File: src/rtl/dram_ctrl_pkg.sv
package dram_ctrl_pkg;
   typedef enum logic [2:0] {
      ST_IDLE,
      ST_ACC1,
      ST_ACC2,
      ST_ACC3,
      ST_ACC4,
      ST_REF1,
      ST_REF2,
      ST_REF3
   } seq_state_t;
endpackage

File: src/rtl/dram_addr_mux.sv
module dram_addr_mux #(
   parameter int ROW_W  = 4,
   parameter int COL_W  = 3,
   parameter int MUXA_W = 4
) (
   input  logic [ROW_W-1:0]  row_i,
   input  logic [COL_W-1:0]  col_i,
   input  logic              sel_col_i,
   output logic [MUXA_W-1:0] bus_o
);
   logic [MUXA_W-1:0] row_ext;
   logic [MUXA_W-1:0] col_ext;

   // pad whichever half is narrower than the shared bus
   generate
      if (ROW_W == MUXA_W) begin : g_row_full
         assign row_ext = row_i;
      end else begin : g_row_pad
         assign row_ext = {{(MUXA_W-ROW_W){1'b0}}, row_i};
      end
      if (COL_W == MUXA_W) begin : g_col_full
         assign col_ext = col_i;
      end else begin : g_col_pad
         assign col_ext = {{(MUXA_W-COL_W){1'b0}}, col_i};
      end
   endgenerate

   assign bus_o = sel_col_i ? col_ext : row_ext;
endmodule

File: src/rtl/dram_rfsh_sched.sv
module dram_rfsh_sched #(
   parameter int ROW_W    = 4,
   parameter int INTERVAL = 64
) (
   input  logic             clk,
   input  logic             rst_n,
   input  logic             start_i,
   input  logic             done_i,
   output logic             pend_o,
   output logic [ROW_W-1:0] row_o
);
   localparam int TW = $clog2(INTERVAL);

   generate
      if (INTERVAL < 16) begin : g_bad_interval
         $error("refresh interval must cover an access plus a refresh");
      end
   endgenerate

   logic [TW-1:0] tmr_q;
   logic          tick;

   assign tick = (tmr_q == TW'(INTERVAL-1));

   always_ff @(posedge clk or negedge rst_n) begin
      if (!rst_n) begin
         tmr_q  <= '0;
         pend_o <= 1'b0;
      end else begin
         tmr_q <= tick ? '0 : tmr_q + 1'b1;
         if (start_i) pend_o <= 1'b0;
         if (tick)    pend_o <= 1'b1;
      end
   end

   always_ff @(posedge clk or negedge rst_n) begin
      if (!rst_n)      row_o <= '0;
      else if (done_i) row_o <= row_o + 1'b1;
   end

   assert_row_step_R7: assert property (@(posedge clk) disable iff (!rst_n)
      done_i |=> (row_o == $past(row_o) + 1'b1));
   assert_pend_kept_R8: assert property (@(posedge clk) disable iff (!rst_n)
      (pend_o && !start_i) |=> pend_o);
   assert_timer_bound_R6: assert property (@(posedge clk) disable iff (!rst_n)
      tmr_q <= TW'(INTERVAL-1));
endmodule

File: src/rtl/dram_strobe_ctrl.sv
module dram_strobe_ctrl
   import dram_ctrl_pkg::*;
#(
   parameter  int ROW_W         = 4,
   parameter  int COL_W         = 3,
   parameter  int DATA_W        = 8,
   parameter  int RFSH_INTERVAL = 64,
   localparam int ADDR_W        = ROW_W + COL_W,
   localparam int MUXA_W        = (ROW_W > COL_W) ? ROW_W : COL_W
) (
   input  logic              clk,
   input  logic              rst_n,
   input  logic              req_valid,
   input  logic              req_write,
   input  logic [ADDR_W-1:0] req_addr,
   input  logic [DATA_W-1:0] req_wdata,
   output logic              req_ready,
   output logic              rd_valid,
   output logic [DATA_W-1:0] rd_data,
   output logic [MUXA_W-1:0] dram_addr,
   output logic              dram_ras_n,
   output logic              dram_cas_n,
   output logic              dram_oe_n,
   output logic              dram_we_n,
   output logic [DATA_W-1:0] dram_dq_out,
   output logic              dram_dq_oe,
   input  logic [DATA_W-1:0] dram_dq_in
);
   generate
      if (ROW_W < 1 || COL_W < 1 || DATA_W < 1) begin : g_bad_width
         $error("row, column and data widths must be positive");
      end
   endgenerate

   seq_state_t        state_q, state_d;
   logic [ROW_W-1:0]  row_q;
   logic [COL_W-1:0]  col_q;
   logic              wr_q;
   logic [DATA_W-1:0] wdata_q;
   logic              rfsh_pend, rfsh_start, rfsh_done;
   logic [ROW_W-1:0]  rfsh_row;
   logic              in_acc, in_ref, col_phase;

   assign req_ready  = (state_q == ST_IDLE) && !rfsh_pend;
   assign rfsh_start = (state_q == ST_IDLE) && rfsh_pend;
   assign rfsh_done  = (state_q == ST_REF3);

   always_comb begin
      state_d = state_q;
      unique case (state_q)
         ST_IDLE: if (rfsh_pend)      state_d = ST_REF1;
                  else if (req_valid) state_d = ST_ACC1;
         ST_ACC1: state_d = ST_ACC2;
         ST_ACC2: state_d = ST_ACC3;
         ST_ACC3: state_d = ST_ACC4;
         ST_ACC4: state_d = ST_IDLE;
         ST_REF1: state_d = ST_REF2;
         ST_REF2: state_d = ST_REF3;
         ST_REF3: state_d = ST_IDLE;
         default: state_d = ST_IDLE;
      endcase
   end

   always_ff @(posedge clk or negedge rst_n) begin
      if (!rst_n) begin
         state_q <= ST_IDLE;
         row_q   <= '0;
         col_q   <= '0;
         wr_q    <= 1'b0;
         wdata_q <= '0;
      end else begin
         state_q <= state_d;
         if (req_valid && req_ready) begin
            row_q   <= req_addr[ADDR_W-1:COL_W];
            col_q   <= req_addr[COL_W-1:0];
            wr_q    <= req_write;
            wdata_q <= req_wdata;
         end
      end
   end

   always_ff @(posedge clk or negedge rst_n) begin
      if (!rst_n) begin
         rd_valid <= 1'b0;
         rd_data  <= '0;
      end else begin
         rd_valid <= (state_q == ST_ACC4) && !wr_q;
         if ((state_q == ST_ACC4) && !wr_q) rd_data <= dram_dq_in;
      end
   end

   assign in_acc    = (state_q == ST_ACC1) || (state_q == ST_ACC2) ||
                      (state_q == ST_ACC3) || (state_q == ST_ACC4);
   assign in_ref    = (state_q == ST_REF1) || (state_q == ST_REF2) ||
                      (state_q == ST_REF3);
   assign col_phase = (state_q == ST_ACC3) || (state_q == ST_ACC4);

   assign dram_ras_n  = !((in_acc && state_q != ST_ACC1) ||
                          (in_ref && state_q != ST_REF1));
   assign dram_cas_n  = !col_phase;
   assign dram_oe_n   = !((state_q == ST_ACC4) && !wr_q);
   assign dram_we_n   = !(in_acc && wr_q);
   assign dram_dq_oe  = col_phase && wr_q;
   assign dram_dq_out = wdata_q;

   dram_addr_mux #(.ROW_W(ROW_W), .COL_W(COL_W), .MUXA_W(MUXA_W)) i_addr_mux (
      .row_i     (in_ref ? rfsh_row : row_q),
      .col_i     (col_q),
      .sel_col_i (col_phase),
      .bus_o     (dram_addr)
   );

   dram_rfsh_sched #(.ROW_W(ROW_W), .INTERVAL(RFSH_INTERVAL)) i_rfsh (
      .clk     (clk),
      .rst_n   (rst_n),
      .start_i (rfsh_start),
      .done_i  (rfsh_done),
      .pend_o  (rfsh_pend),
      .row_o   (rfsh_row)
   );

   assert_cas_under_ras_R5: assert property (@(posedge clk) disable iff (!rst_n)
      !dram_cas_n |-> !dram_ras_n);
   assert_oe_read_only_R3: assert property (@(posedge clk) disable iff (!rst_n)
      !dram_oe_n |-> (dram_we_n && !dram_cas_n));
   assert_rd_after_oe_R3: assert property (@(posedge clk) disable iff (!rst_n)
      rd_valid |-> $past(!dram_oe_n));
   assert_col_hold_R2: assert property (@(posedge clk) disable iff (!rst_n)
      (!dram_cas_n && $past(!dram_cas_n)) |-> $stable(dram_addr));
   assert_drive_in_write_R4: assert property (@(posedge clk) disable iff (!rst_n)
      dram_dq_oe |-> (!dram_we_n && !dram_cas_n && dram_oe_n));
   assert_ready_only_idle_R8: assert property (@(posedge clk) disable iff (!rst_n)
      req_ready |-> (dram_ras_n && !rfsh_pend));
endmodule

File: config.mk
export PLATFORM = sky130hd
export DESIGN_NAME = dram_strobe_ctrl
export DESIGN_NICKNAME = d
export VERILOG_FILES = /design/src/rtl/dram_ctrl_pkg.sv /design/src/rtl/dram_addr_mux.sv /design/src/rtl/dram_rfsh_sched.sv /design/src/rtl/dram_strobe_ctrl.sv
export SDC_FILE = /design/constraint.sdc
export NUM_CORES = 1
export LEC_CHECK = 0
export ABC_AREA = 1
export BUFFER_PORTS_ARGS = -buffer_cell sky130_fd_sc_hd__buf_2
export CORE_MARGIN = 2
export CORE_UTILIZATION = 30
export DETAILED_ROUTE_END_ITERATION = 10
export SYNTH_ARGS = -nofsm -noshare
export SYNTH_HDL_FRONTEND = slang
export SYNTH_SLANG_ARGS = --single-unit
File: constraint.sdc
create_clock -name clk -period 1.65 [get_ports clk]
set_input_delay 0.2475 -clock clk [delete_from_list [all_inputs] [get_ports clk]]
set_output_delay 0.2475 -clock clk [all_outputs]
set_load 0.05 [all_outputs]
==> results.md <==
| Result | Reported | Unit |
|:---|:---|:---|
| Outcome | complete, but fails checks | - |
| Violations in the final reports | hold timing, setup timing | - |
| Post-route worst hold slack | -0.00580 | ns |
| Mean post-synth cell area | 8.20 | sq um |
| Total via count in the routed design | 1473 | - |
| FF+latch count, synth | 39 | - |
| Iteration-0 DRC Markers | 64 | - |
| Number of vias per cell after detailed routing | 4.24 | - |
| Congestion Overflow GR | 0 | - |
| CTS tree | done | - |
| Final RePlAce weighted congestion | 0.738 | - |
| Initial antenna violation count | 0 | - |
| Summed instance area of the synthesized netlist | 0.00173 | sq mm |
| Period utilization | 102 | % |
| Kind of critical path | reg2out | - |
| Leading post-synthesis cells by cell area | dfrtp_1 56%, nand2_1 22%, inv_1 4.3% | - |
| Worst-Skew Late Latency | 0.30 | ns |
| Yosys warnings | 0 | - |
| Hold-fix buffers at CTS | 0 | - |
| Aggregate routed wire length | 3830 | um |
| Bufs and invs on worst path | 1 | - |
| Maximum single-stage delay on the critical path | 0.45 | ns |
| Top fanout value on the critical path | 6 | - |
| Worst endpoint data arrival time | 1.44 | ns |
| Number of cells after detailed placement | 338 | - |
| Setup slack after layout | -0.0384 | ns |
| Number of max-slew violations in the final report | 0 | - |
| Final Net Count | 303 | - |
| Final critical-path required period | 1.69 | ns |
| Floorplan die area | 0.00639 | sq mm |
| Max-Slew Margin vs Limit | 66.7 | % |
| Post-Syn Nets | 240 | - |
| Largest net degree at the start of global routing | 40 | - |
| Cell at the slowest stage of the critical path | dfrtp_2 | - |
| Vias in the first global route | 1464 | - |
| Longest Clk Path Bufs | 2 | - |
| Leading register cell type out of synthesis | dfrtp_1 | - |
| Routed len/inst | 11.0 | um |
| RSZ-0062 raised after global routing | yes | - |
| Unique cell type count in the Yosys netlist | 18 | - |
| Finished Layout Cells | 347 | - |
| First element of the critical path | state_q[1] | - |
| Max-cap violations | 0 | - |
| Cell with the most instances after synthesis | nand2_1 | - |
| Launch point of the worst reg-to-reg path | state_q[2] | - |
| Clock buffer count from CTS | 5 | - |
| F_max | 592 | MHz |
| Share of async-settable or async-resettable flops after synthesis | 100 | % |
| H-tree lvl count | 2 | - |
| Worst Setup Start Kind | flop | - |
| Commonest cells post-synth | 103 x nand2_1, 39 x dfrtp_1, 20 x inv_1, 17 x nor2_1, 7 x nand3_1 | - |
| Length of the first detailed-routing pass in iterations | 4 | - |
| Clock transition time at the flip-flop clock pins of the worst setup and hold paths | 0.08 | ns |
| Routed length on met2 | 1710 | um |
| Number of buffer cells added on primary ports | 53 | - |
| Portion of the post-synthesis area used by sequential elements | 56.4 | % |
| Placed wire-length estimate | 2700 | um |
| Area of the core | 0.00554 | sq mm |
| Horizontal die dimension | 79.9 | um |
| Clock tree root buffer cell | clkbuf_8 | - |
| Cell Rows | 27 | - |
| CP top delay family | simple AND/OR/NAND/NOR gates | - |
| Highest Signal Layer | met4 | - |
| Final Hold Vio Count | 18 | - |
| Final count of negative-setup-slack endpoints | 6 | - |
| Met3 routed WL | 192 | um |
| Number of instances in the synthesized netlist | 211 | - |
| Endpoint type of the worst setup path | output pin | - |
| Critical path, cell by cell | nor2_4 -> nor2_4 -> nor2_1 -> nor2_4 -> buf_6 | - |
| Worst slew pin tran | 0.500 | ns |
| Met1 wire length | 1850 | um |
| Overall Global Routing Usage | 13.4 | % |
| Die Ht | 79.9 | um |
| Fraction of layout instances using a drive strength above 1 | 30.9 | % |
| Area Growth Syn to Fin | 34.9 | % |
| Most area-hungry cell type in the Yosys netlist | dfrtp_1 | - |
| Most common cell type on the critical path | nor2_4 | - |
| CTS sink count | 39 | - |
| # DRC | 0 | - |
| Post-synth EDFFs | 0 | - |
| Antenna Violating Nets Remaining | 0 | - |
| Number of antenna diodes | 0 | - |
| Required arrival time at the worst endpoint | 1.40 | ns |
| Boundary pin count | 54 | - |
| Clock Skew | 0.00799 | ns |
| Hold Path Class | in2async | - |
| First-pass GRT wire length | 6640 | um |
| Top cell type's share of synthesized area | 56.4 | % |
| Starting density of the core | 31.2 | % |
==> cell families after synthesis <==
logic type | after synthesis | synth area share [%]
AOI/OAI and AO/OA | 10 | 2.89
adders and majority gates | 2 | 1.45
xor gates and xnor gates | 4 | 2.03
and+or+nand+nor | 133 | 31.7
buffers and inverters | 23 | 5.50
DFF | 39 | 56.4
==> routing by layer <==
layer / track usage [%] / up-vias
met4: 5.59 / 0
met5: 0 / -
met3: 3.51 / 6
li1: - / 764
met1: 17.8 / 670
met2: 20.7 / 33
==> flip-flops by register name, summed over array words and instances, names as in the netlist <==
signal	flops
dram_dq_out	8
wr_q	1
row_q	4
col_q	3
rd_data	8
i_rfsh.row_o	4
i_rfsh.pend_o	1
rd_valid	1
i_rfsh.tmr_q	6
state_q	3
==> final cells by class <==
class / count / area [sq um]
fillers: 567 / 3210
flip-flops and latches: 39 / 978
multi-input cells: 149 / 709
repair buffers: 58 / 362
well taps: 72 / 90.1
inverters: 21 / 81.3
clock buffers: 5 / 68.8
clock inverters: 3 / 43.8
==> cell usage in the layout (no fill, tap or decap) <==
cell	instances
nor2_1	14
buf_4	6
nand2_1	97
nand4_1	1
o21ai_2	1
clkbuf_8	5
nand3_2	1
nor2_4	6
nand3_1	7
nand2_4	2
clkinv_4	1
a21oi_1	3
bufinv_16	1
o21ai_0	3
buf_6	9
buf_2	43
nand4_2	1
ha_1	2
o21ai_1	3
inv_4	1
inv_2	1
inv_1	19
xnor2_1	1
dfrtp_1	37
dfrtp_2	2
nand2_2	4
xor2_1	3
clkinv_2	1
==> final timing paths <==
path	endpoint	slack (ns)	depth (start not counted)
setup / recovery	dram_addr[3]	-0.04	5
max in group asynchronous	state_q[0]	1.28	2
setup reg to reg	row_q[3]	0.23	5
min in group clk	wr_q	0.14	3
hold / removal	i_rfsh.row_o[0]	-0.006	2
hold reg to reg	rd_data[4]	0.47	2
==> metrics by stage <==
step / setup WS [ns] / util [%] / TNS (ns) / hold WS (ns) / area (sq um)
6_report: -0.0384 / 42.1 / -0.0872 / -0.00580 / 2330
5_1_grt: -0.109 / 42.1 / -0.739 / 0.0314 / 2330
4_1_cts: -0.0357 / 41.5 / -0.0821 / 0.0132 / 2300
3_5_place_dp: 0.0916 / 38.3 / 0 / 0.341 / 2120
3_3_place_gp: 0.140 / 38.3 / 0 / 0.336 / 2120
2_1_floorplan: 0.0105 / - / 0 / -0.0481 / 1750
==> what timing repair did <==
item / in CTS / in global routing
cloned: 0 / 0
buffers inserted: 0 / 1
gates resized for setup: 27 / 9
pin swaps: 1 / 8
endpoints found under the setup margin: 10 / 10
Power is left out: the tool's default activity adds up to more than one toggle a clock period on the data nets, which glitch-free logic cannot reach.
